[config.mk]
export PLATFORM = sky130hd
export DESIGN_NAME = irq_prio_router
export DESIGN_NICKNAME = d
export VERILOG_FILES = /design/src/rtl/irq_rt_pkg.sv /design/src/rtl/irq_node_bank.sv /design/src/rtl/irq_arbiter.sv /design/src/rtl/irq_prio_router.sv
export SDC_FILE = /design/constraint.sdc
export NUM_CORES = 1
export LEC_CHECK = 0
export BUFFER_PORTS_ARGS = -buffer_cell sky130_fd_sc_hd__buf_2
export CORE_ASPECT_RATIO = 0.9
export CORE_UTILIZATION = 42
export DETAILED_ROUTE_END_ITERATION = 6
export HOLD_SLACK_MARGIN = 0.08
export PLACE_DENSITY_LB_ADDON = 0.08
export SLEW_MARGIN = 15
export SYNTH_ARGS = -nofsm -noshare
export SYNTH_HDL_FRONTEND = slang
export SYNTH_SLANG_ARGS = --single-unit
[constraint.sdc]
create_clock -name clk -period 18.6 [get_ports clk]
set_input_delay 3.72 -clock clk [delete_from_list [all_inputs] [get_ports clk]]
set_output_delay 3.72 -clock clk [all_outputs]
set_load 0.05 [all_outputs]
[src/rtl/irq_rt_pkg.sv]
package irq_rt_pkg;

  // write commands on the software port
  typedef enum logic [1:0] {
    WCMD_CFG  = 2'd0,
    WCMD_SETP = 2'd1,
    WCMD_CLRP = 2'd2,
    WCMD_CLRO = 2'd3
  } wcmd_e;

  localparam int PRIO_MAX_W = 16;

  // winner may be taken when its number is not below the CPU level
  function automatic logic prio_admits(input logic [PRIO_MAX_W-1:0] win,
                                       input logic [PRIO_MAX_W-1:0] cur);
    return win >= cur;
  endfunction

  // strict compare: keeps the earlier (lower index) node on a tie
  function automatic logic prio_beats(input logic [PRIO_MAX_W-1:0] cand,
                                      input logic [PRIO_MAX_W-1:0] best);
    return cand > best;
  endfunction

endpackage

[src/rtl/irq_node_bank.sv]
module irq_node_bank
  import irq_rt_pkg::*;
#(
  parameter int N_NODES = 8,
  parameter int PRIO_W  = 8,
  parameter int IDX_W   = 3
) (
  input  logic                      clk,
  input  logic                      rst_n,
  input  logic [N_NODES-1:0]        trig_i,
  input  logic                      wr_en_i,
  input  logic [IDX_W-1:0]          wr_node_i,
  input  logic [1:0]                wr_cmd_i,
  input  logic [PRIO_W-1:0]         wr_prio_i,
  input  logic                      wr_ena_i,
  input  logic                      ack_clr_i,
  input  logic [IDX_W-1:0]          ack_node_i,
  output logic [N_NODES-1:0]        pend_o,
  output logic [N_NODES-1:0]        ena_o,
  output logic [N_NODES*PRIO_W-1:0] prio_o,
  output logic [N_NODES-1:0]        ovf_o,
  output logic [N_NODES-1:0]        newreq_o,
  output logic [N_NODES-1:0]        ovf_hit_o
);

  for (genvar g = 0; g < N_NODES; g++) begin : g_node
    logic              sel;
    logic              sw_set;
    logic              sw_clr;
    logic              sw_clro;
    logic              sw_cfg;
    logic              ack_clr;
    logic              clr_any;
    logic              pend_q;
    logic              ovf_q;
    logic              ena_q;
    logic [PRIO_W-1:0] prio_q;

    assign sel     = wr_en_i && (wr_node_i == IDX_W'(g));
    assign sw_cfg  = sel && (wr_cmd_i == WCMD_CFG);
    assign sw_set  = sel && (wr_cmd_i == WCMD_SETP);
    assign sw_clr  = sel && (wr_cmd_i == WCMD_CLRP);
    assign sw_clro = sel && (wr_cmd_i == WCMD_CLRO);
    assign ack_clr = ack_clr_i && (ack_node_i == IDX_W'(g));
    assign clr_any = sw_clr | ack_clr;

    // a trigger into a node that stays pending is lost and flagged
    assign ovf_hit_o[g] = trig_i[g] & pend_q & ~clr_any;
    assign newreq_o[g]  = trig_i[g] & ~ovf_hit_o[g];

    always_ff @(posedge clk or negedge rst_n) begin
      if (!rst_n) begin
        pend_q <= 1'b0;
        ovf_q  <= 1'b0;
        ena_q  <= 1'b0;
        prio_q <= '0;
      end else begin
        pend_q <= trig_i[g] | sw_set | (pend_q & ~clr_any);
        ovf_q  <= (ovf_q & ~sw_clro) | ovf_hit_o[g];
        if (sw_cfg) begin
          ena_q  <= wr_ena_i;
          prio_q <= wr_prio_i;
        end
      end
    end

    assign pend_o[g]                  = pend_q;
    assign ovf_o[g]                   = ovf_q;
    assign ena_o[g]                   = ena_q;
    assign prio_o[g*PRIO_W +: PRIO_W] = prio_q;
  end

endmodule

[src/rtl/irq_arbiter.sv]
module irq_arbiter
  import irq_rt_pkg::*;
#(
  parameter int N_NODES = 8,
  parameter int PRIO_W  = 8,
  parameter int IDX_W   = 3
) (
  input  logic                      clk,
  input  logic                      rst_n,
  input  logic                      start_i,
  input  logic [N_NODES-1:0]        cand_i,
  input  logic [N_NODES*PRIO_W-1:0] prio_i,
  output logic                      busy_o,
  output logic                      vld_o,
  output logic [IDX_W-1:0]          idx_o,
  output logic [PRIO_W-1:0]         prio_o
);

  logic [PRIO_W-1:0] best_prio;
  logic [IDX_W-1:0]  best_idx;
  logic              busy_q;
  logic              vld_q;
  logic [IDX_W-1:0]  idx_q;
  logic [PRIO_W-1:0] prio_q;

  // linear scan, one cycle; candidates always carry a nonzero number
  always_comb begin
    best_prio = '0;
    best_idx  = '0;
    for (int i = 0; i < N_NODES; i++) begin
      if (cand_i[i] &&
          prio_beats(PRIO_MAX_W'(prio_i[i*PRIO_W +: PRIO_W]),
                     PRIO_MAX_W'(best_prio))) begin
        best_prio = prio_i[i*PRIO_W +: PRIO_W];
        best_idx  = IDX_W'(i);
      end
    end
  end

  always_ff @(posedge clk or negedge rst_n) begin
    if (!rst_n) begin
      busy_q <= 1'b0;
      vld_q  <= 1'b0;
      idx_q  <= '0;
      prio_q <= '0;
    end else begin
      busy_q <= start_i;
      if (busy_q) begin
        vld_q  <= (best_prio != '0);
        idx_q  <= best_idx;
        prio_q <= best_prio;
      end
    end
  end

  assign busy_o = busy_q;
  assign vld_o  = vld_q & ~busy_q;
  assign idx_o  = idx_q;
  assign prio_o = prio_q;

endmodule

[src/rtl/irq_prio_router.sv]
module irq_prio_router
  import irq_rt_pkg::*;
#(
  parameter int N_NODES = 8,
  parameter int PRIO_W  = 8,
  localparam int IDX_W  = (N_NODES > 1) ? $clog2(N_NODES) : 1
) (
  input  logic               clk,
  input  logic               rst_n,
  input  logic [N_NODES-1:0] trig_i,
  input  logic               wr_en_i,
  input  logic [IDX_W-1:0]   wr_node_i,
  input  logic [1:0]         wr_cmd_i,
  input  logic [PRIO_W-1:0]  wr_prio_i,
  input  logic               wr_ena_i,
  input  logic [PRIO_W-1:0]  cpu_prio_i,
  input  logic               ack_i,
  output logic               req_valid_o,
  output logic [PRIO_W-1:0]  req_prio_o,
  output logic [IDX_W-1:0]   req_node_o,
  output logic               take_ok_o,
  output logic [N_NODES-1:0] pend_o,
  output logic [N_NODES-1:0] ovf_o
);

  logic [N_NODES-1:0]        ena;
  logic [N_NODES*PRIO_W-1:0] prio_flat;
  logic [N_NODES-1:0]        newreq;
  logic [N_NODES-1:0]        ovf_hit;
  logic [N_NODES-1:0]        elig;
  logic                      ack_take;
  logic                      arb_start;
  logic                      arb_busy;

  irq_node_bank #(
    .N_NODES (N_NODES),
    .PRIO_W  (PRIO_W),
    .IDX_W   (IDX_W)
  ) u_bank (
    .clk        (clk),
    .rst_n      (rst_n),
    .trig_i     (trig_i),
    .wr_en_i    (wr_en_i),
    .wr_node_i  (wr_node_i),
    .wr_cmd_i   (wr_cmd_i),
    .wr_prio_i  (wr_prio_i),
    .wr_ena_i   (wr_ena_i),
    .ack_clr_i  (ack_take),
    .ack_node_i (req_node_o),
    .pend_o     (pend_o),
    .ena_o      (ena),
    .prio_o     (prio_flat),
    .ovf_o      (ovf_o),
    .newreq_o   (newreq),
    .ovf_hit_o  (ovf_hit)
  );

  for (genvar g = 0; g < N_NODES; g++) begin : g_elig
    assign elig[g] = pend_o[g] & ena[g] & (|prio_flat[g*PRIO_W +: PRIO_W]);
  end

  assign take_ok_o = req_valid_o &
                     prio_admits(PRIO_MAX_W'(req_prio_o), PRIO_MAX_W'(cpu_prio_i));
  assign ack_take  = ack_i & take_ok_o;
  assign arb_start = (|newreq) | wr_en_i | ack_take;

  irq_arbiter #(
    .N_NODES (N_NODES),
    .PRIO_W  (PRIO_W),
    .IDX_W   (IDX_W)
  ) u_arb (
    .clk     (clk),
    .rst_n   (rst_n),
    .start_i (arb_start),
    .cand_i  (elig),
    .prio_i  (prio_flat),
    .busy_o  (arb_busy),
    .vld_o   (req_valid_o),
    .idx_o   (req_node_o),
    .prio_o  (req_prio_o)
  );

  logic unused_ok;
  assign unused_ok = |ovf_hit;

endmodule

### Word-level counts from Yosys, hierarchy flattened

Cells that the tools add are included.

| storage, ports and cells | value |
|---|---|
| word-level logic and storage cells | 264 |
| input port bits | 34 |
| flip-flop bits (word level) | 101 |

| cells by class | value |
|---|---|
| bitwise gates (word level) | 118 |
| multiplexer cells | 15 |
| reduce and logical (&&, ||, !) cells | 69 |
| equality and inequality tests | 17 |
| $lt $le $gt $ge | 9 |

Operators with widths:

| cell | count |
|---|---|
| 8-bit OR reduction | 9 |
| 8-bit two-way mux | 8 |
| 1-bit AND | 59 |
| 8-bit greater-than comparator | 7 |
| 1-bit logical AND | 56 |
| 1-bit bitwise OR | 34 |
| 1-bit inverter | 25 |
| 3-bit == test, second input constant | 8 |
| 3-bit by 2-bit == test with 1-bit output, second input constant | 4 |
| 3-bit two-way mux | 4 |
| 8-bit >= comparator | 1 |
| 8-bit by 1-bit greater-than comparator with 1-bit output, second input constant | 1 |
| 8-bit nonzero test | 1 |
| 3-bit by 1-bit == test with 1-bit output, second input constant | 2 |
| 3-bit logical NOT | 2 |
| 2-bit == test, second input constant | 2 |
| 2-bit two-way mux | 2 |
| 2-bit by 1-bit == test with 1-bit output, second input constant | 1 |
| 2-bit logical NOT | 1 |
| 1-bit two-way mux | 1 |

### Logic depth before layout (Yosys ltp)

| depth | value |
|---|---|
| word-level depth | 26 |
| gate-level depth with buffers | 79 |
| gate-level depth less buffers | 74 |

### Cells and area by module

Synthesis repeated with hierarchy kept, for this count alone.

| second synthesis, totals | value |
|---|---|
| cell total of the unflattened synthesis | 750 |
| area, all modules | 7314.5 um^2 |

Modules (own cells, without submodules):

| module | seq. area each (um^2) | instances | cells each | area each (um^2) |
|---|---|---|---|---|
| irq_node_bank | 2202.1 | 1 | 287 | 3821.2 |
| irq_arbiter | 325.3 | 1 | 399 | 3054.2 |
| irq_prio_router | 0.0 | 1 | 64 | 439.2 |

### Least setup slack after synthesis

No wires, ideal clock.

| path | value |
|---|---|
| kind | register to register |
| start point | register u_bank.g_node[0].pend_q |
| end point | register u_arb.vld_q |
| library setup time | 143 ps |
| required time | 18457 ps |
| arrival | 13569 ps |
| clock period less this slack | 13712 ps |
| cell stages (with the launch flop) | 78 |
| path slack | 4888 ps |
| cell sequence | dfrtp_1 -> and2_1 -> clkbuf_1 -> nand2_1 -> ha_1 -> a21oi_1 -> nor2_1 -> a211oi_2 -> and2_4 -> or2_2 -> clkbuf_1 -> clkbuf_1 -> nand3_1 -> o21ai_0 -> inv_1 -> ha_1 -> and4_4 -> o2111ai_1 -> (+42 left out) -> o311ai_1 -> clkbuf_1 -> a31oi_1 -> inv_1 -> ha_1 -> nor2b_1 -> o21a_1 -> o21ai_0 -> nand2b_1 -> a21oi_1 -> nor2_1 -> a211oi_1 -> nor3_1 -> clkbuf_1 -> nor2_1 -> a31oi_1 -> a2111oi_4 -> a41oi_1 |

| between the ends | value |
|---|---|
| longest elaborated chain between the ends | 26 |

RTL lines:

| item | line | text |
|---|---|---|
| start, declared | irq_node_bank.sv:34 | `logic pend_q;` |
| start signal, assigned | irq_node_bank.sv:58 | `pend_q <= trig_i[g] \| sw_set \| (pend_q & ~clr_any);` |
| 1-bit AND * (2 in a row) | irq_prio_router.sv:59 | `assign elig[g] = pend_o[g] & ena[g] & (\|prio_flat[g*PRIO_W +: PRIO_W]);` |
| 1-bit logical AND * | irq_arbiter.sv:31 | `if (cand_i[i] &&` |
| 8-bit two-way mux * | irq_arbiter.sv:31 |  |
| 8-bit greater-than comparator | irq_rt_pkg.sv:22 | `return cand > best;` |
| 1-bit logical AND | irq_arbiter.sv:31 |  |
| 8-bit two-way mux * | irq_arbiter.sv:31 |  |
| 8-bit greater-than comparator | irq_rt_pkg.sv:22 |  |
| 1-bit logical AND | irq_arbiter.sv:31 |  |
| (+9 left out) | - |  |
| 8-bit two-way mux * | irq_arbiter.sv:31 |  |
| 8-bit greater-than comparator | irq_rt_pkg.sv:22 |  |
| 1-bit logical AND | irq_arbiter.sv:31 |  |
| 8-bit two-way mux * | irq_arbiter.sv:31 |  |
| 8-bit greater-than comparator | irq_rt_pkg.sv:22 |  |
| 1-bit logical AND | irq_arbiter.sv:31 |  |
| 8-bit two-way mux * | irq_arbiter.sv:31 |  |
| 8-bit nonzero test * | irq_arbiter.sv:49 | `vld_q <= (best_prio != '0);` |
| end signal, assigned | irq_arbiter.sv:49 |  |
| end, declared | irq_arbiter.sv:22 | `logic vld_q;` |

Mark *: on every way between the ends. The rest lies on a longest branch, timed or not.
A chain may end at the register's enable or synchronous reset.

### Final worst setup path

Same ends and word-level chain as after synthesis.

==> results.md <==
Clock tree
* **worst-skew pair later-pin latency** 370 ps
* **clock tree from TritonCTS** yes
* **Sink Count** 101
* **maximum root-to-sink buffer count** 2
* **post-CTS resize count** 0
* **H-tree levels** 3
* **TritonCTS buffer count** 9
* **buffer count from post-CTS setup fixing** 0
* **cts-stage hold buffer count** 0
* **clock-pin slew on the worst setup and hold paths** 80 ps
* **clock root buffer** sky130_fd_sc_hd__clkbuf_16

Route
* **remaining design rule violation count** 25
* **number of violations reported at the end of detailed-routing iteration 0** 382
* **via-per-instance ratio** 5.76
* **antenna-violating nets left** 0
* **vias after detailed routing** 5,764
* **router iterations before antenna repair** 7
* **routed length per placed instance** 19.2 um
* **Total Routed Length** 19,200 um

Floorplan
* **die width** 139 um
* **starting density of the core** 0.433
* **Core Box Area** 0.0163 mm^2
* **Die Span Y** 125 um
* **I/O pins** 63
* **row count** 44
* **DIE AREA** 0.0173 mm^2

Logic synthesis
* **Mapped Nets** 837
* **leading register cell type out of synthesis** sky130_fd_sc_hd__dfrtp_1
* **synthesized netlist cell count** 743
* **synthesized-area fraction occupied by ao, oa, aoi and oai cells** 0.180
* **sequential-to-total area share from yosys stat** 0.358
* **summed instance area of the synthesized netlist** 0.00706 mm^2
* **count of state elements after synthesis** 101
* **number of enable-type register cells in the synthesized netlist** 0
* **largest family of logic cells by synthesized area** compound AO/OA/AOI/OAI gates
* **async set-reset flop share out of synthesis** 1.00
* **post-synthesis share of cell area spent on full adders, half adders and majority gates** 0.106
* **simple-gate share of the synthesized area** 0.152
* **warnings from Yosys** 0
* **Post-Syn Area per Cell** 9.50 um^2
* **count of unique library cells instantiated by Yosys** 68
* **share of synthesized area spent on multiplexers** 0.140
* **fraction of synthesized cell area in xor and xnor cells** 0

Global routing
* **met2 track demand over resource in global routing** 0.370
* **total global-route track usage** 0.235
* **global-route track usage on met1** 0.331
* **via count of the first global-routing pass** 5,561
* **most congested layer reported by global routing** met2
* **pin count of the biggest net entering global routing** 54
* **residual overflow from global routing** 0
* **global-route wire length before repair** 31,300 um
* **antenna violations before repair** 0
* **met3 layer usage reported by global route** 0.0391

Timing
* **max-slew violations** 0
* **Clock Skew** 13.3 ps
* **unrepaired setup endpoints after global routing** no
* **Post-Route Setup TNS** 0 ps
* **Max transition margin** 0.323
* **period utilization** 0.847
* **slew at the pin closest to its max-slew limit** 1010 ps
* **worst-case hold slack** 498 ps
* **highest achievable clock rate** 63.4 MHz
* **shortest period the worst path allows** 15,760 ps
* **final setup violating endpoints** 0
* **Hold Violations, Final** 0

Setup path
* **cell family with most CP delay** compound AO/OA/AOI/OAI gates
* **critical path start-end classification** register to register
* **startpoint of the most critical setup path** u_bank.g_node[0].pend_q
* **CP max-delay cell** sky130_fd_sc_hd__o311ai_2
* **number of buffer and inverter stages on the critical path** 4
* **Data arrival, critical path** 15,990 ps
* **highest fanout seen on the critical path** 17
* **kind of start point of the critical path** register
* **CP Data Required Time** 18,830 ps
* **Largest stage delay, worst path** 860 ps
* **Most common cell on crit path** sky130_fd_sc_hd__o21ai_0
* **reg2reg start** u_bank.g_node[0].pend_q
* **element type at the critical path end** register

Power
* **total power** 1130 uW
* **worst supply voltage drop on vdd** 0.0513 mV
* **total power density per cell area** 145 mW/mm^2
* **leakage power figure** 0.00352 uW

Finish
* **post-synthesis to final-layout area growth** 10.4%
* **final standard cell utilization of the core** 0.478
* **fraction of final layout cells with drive strength greater than 1** 0.233
* **Register Area** 0.00253 mm^2
* **area of the multi-input gates** 0.00410 mm^2
* **Inserted Diodes** 0
* **number of fill cells in the layout** 1,562
* **total non-filler cell area in the finished layout** 0.00779 mm^2
* **number of nets in the final layout** 883

Hold path
* **worst hold path class** register to register
* **origin of the worst min-delay path** u_bank.g_node[1].ovf_q

Run status
* **violated checks** DRC
* **run status** complete, but fails checks

Placement
* **total placed instance area** 0.00749 mm^2
* **total of buffers placed on input and output ports** 62
* **RD Place Congestion** 0.932
* **dpl hpwl** 14,900 um

Job
* **number of max-cap violations** 0

synth_stat cells, types with 3 or more instances:
cell | instances | area share
sky130_fd_sc_hd__dfrtp_1 | 101 | 0.36
sky130_fd_sc_hd__mux2_2 | 73 | 0.12
sky130_fd_sc_hd__inv_1 | 69 | 0.037
sky130_fd_sc_hd__nand2_1 | 68 | 0.036
sky130_fd_sc_hd__ha_1 | 60 | 0.11
sky130_fd_sc_hd__o21ai_0 | 43 | 0.030
sky130_fd_sc_hd__nor2_1 | 39 | 0.021
sky130_fd_sc_hd__a21oi_1 | 29 | 0.021
sky130_fd_sc_hd__nand3_1 | 25 | 0.018
sky130_fd_sc_hd__buf_4 | 17 | 0.018
sky130_fd_sc_hd__mux2i_1 | 15 | 0.021
sky130_fd_sc_hd__nand2b_1 | 15 | 0.013
sky130_fd_sc_hd__a21o_1 | 14 | 0.015
sky130_fd_sc_hd__nor4_1 | 13 | 0.012
sky130_fd_sc_hd__clkbuf_1 | 12 | 0.0064
sky130_fd_sc_hd__a31oi_1 | 10 | 0.0089
sky130_fd_sc_hd__nor2b_1 | 10 | 0.0089
sky130_fd_sc_hd__nor3_1 | 9 | 0.0064
sky130_fd_sc_hd__a211o_1 | 8 | 0.0099
sky130_fd_sc_hd__o21a_1 | 8 | 0.0085
sky130_fd_sc_hd__and2_1 | 6 | 0.0053
sky130_fd_sc_hd__o211ai_1 | 6 | 0.0064
sky130_fd_sc_hd__or2_2 | 6 | 0.0053
sky130_fd_sc_hd__and3_1 | 5 | 0.0044
sky130_fd_sc_hd__nand4_1 | 5 | 0.0044
sky130_fd_sc_hd__o221a_2 | 5 | 0.0080
sky130_fd_sc_hd__a211oi_1 | 4 | 0.0043
sky130_fd_sc_hd__a22o_1 | 4 | 0.0050
sky130_fd_sc_hd__o21ai_1 | 4 | 0.0028
sky130_fd_sc_hd__o311a_1 | 4 | 0.0057
sky130_fd_sc_hd__or3_1 | 4 | 0.0035
sky130_fd_sc_hd__a211oi_2 | 3 | 0.0053
sky130_fd_sc_hd__o22ai_1 | 3 | 0.0027
sky130_fd_sc_hd__o31ai_1 | 3 | 0.0032
sky130_fd_sc_hd__or4_1 | 3 | 0.0032
layout by cell type, fill, tap and decap left out, types with 5 or more instances in the layout:
cell type / instances
sky130_fd_sc_hd__and3_1: 5
sky130_fd_sc_hd__buf_2: 61
sky130_fd_sc_hd__nor3_1: 8
sky130_fd_sc_hd__buf_4: 6
sky130_fd_sc_hd__nand3_1: 25
sky130_fd_sc_hd__a31oi_1: 10
sky130_fd_sc_hd__a211o_1: 8
sky130_fd_sc_hd__clkbuf_16: 9
sky130_fd_sc_hd__ha_1: 60
sky130_fd_sc_hd__nand2b_1: 15
sky130_fd_sc_hd__nand4_1: 5
sky130_fd_sc_hd__nor2_1: 39
sky130_fd_sc_hd__inv_1: 69
sky130_fd_sc_hd__mux2i_1: 15
sky130_fd_sc_hd__nand2_1: 68
sky130_fd_sc_hd__and2_1: 6
sky130_fd_sc_hd__o21ai_0: 43
sky130_fd_sc_hd__o21a_1: 8
sky130_fd_sc_hd__mux2_2: 73
sky130_fd_sc_hd__a21oi_1: 29
sky130_fd_sc_hd__nor4_1: 13
sky130_fd_sc_hd__o211ai_1: 6
sky130_fd_sc_hd__or2_2: 6
sky130_fd_sc_hd__nor2b_1: 10
sky130_fd_sc_hd__a21o_1: 14
sky130_fd_sc_hd__dfrtp_1: 101
sky130_fd_sc_hd__o221a_2: 5
report_power, final:
part           internal [uW]  switching (uW)
Sequential               266            56.0
Combinational            244             365
Clock                    106            90.8
Total                    616             512
path summary, 6_finish.rpt:
check | to | slack [ps] | depth (start not counted)
max | u_arb.vld_q | 2840 | 70
min | u_bank.g_node[1].ovf_q | 500 | 1
max reg2reg | u_arb.vld_q | 2840 | 70
min reg2reg | u_bank.g_node[1].ovf_q | 500 | 1
max in group asynchronous | u_bank.g_node[5].prio_q[5] | 14090 | 2
min in group asynchronous | u_bank.g_node[2].pend_q | 3360 | 1
worst register-to-register path, delay by kind of cell, from the launching register on:
kind            cells  cell delay (ps)
compound gates     35             8380
simple gates       21             3440
fa+ha+maj           7             1950
mux                 3             1130
flops               1              400
buf+inv             4              290
layer usage:
layer  wire length [um]  vias to the layer above
li1                   -                     2776
met1               9470                     2815
met2               8640                      151
met3                828                       22
met4                292                        0
met5                  0                        -
cell families (layout without fill, tap and decap cells):
group | Yosys count | count (layout)
compound gates | 176 | 176
buf+inv | 102 | 153
simple gates | 215 | 215
mux | 89 | 89
fa+ha+maj | 60 | 60
flops | 101 | 101
sequential cells by signal, summed over array words and instances (netlist names):
register	flops
u_arb.vld_q	1
u_bank.g_node.ena_q	8
u_bank.g_node.prio_q	64
u_bank.g_node.pend_q	8
u_bank.g_node.ovf_q	8
u_arb.busy_o	1
u_arb.idx_o	3
u_arb.prio_o	8
through the flow:
step,instances,worst slack [ps]
after CTS,1001,2620
after global placement,985,3180
after global routing,1001,1360
after detailed placement,985,2690
after floorplan,743,4890
final,1001,2840
layout make-up:
type	instances	area share
multi-input cells	540	0.526
clock inverters	6	0.00899
inverters	70	0.0337
well taps	207	0.0332
flip-flops and latches	101	0.324
repair buffers	67	0.0449
clock buffers	10	0.0294
(Power assumes the default switching activity.)
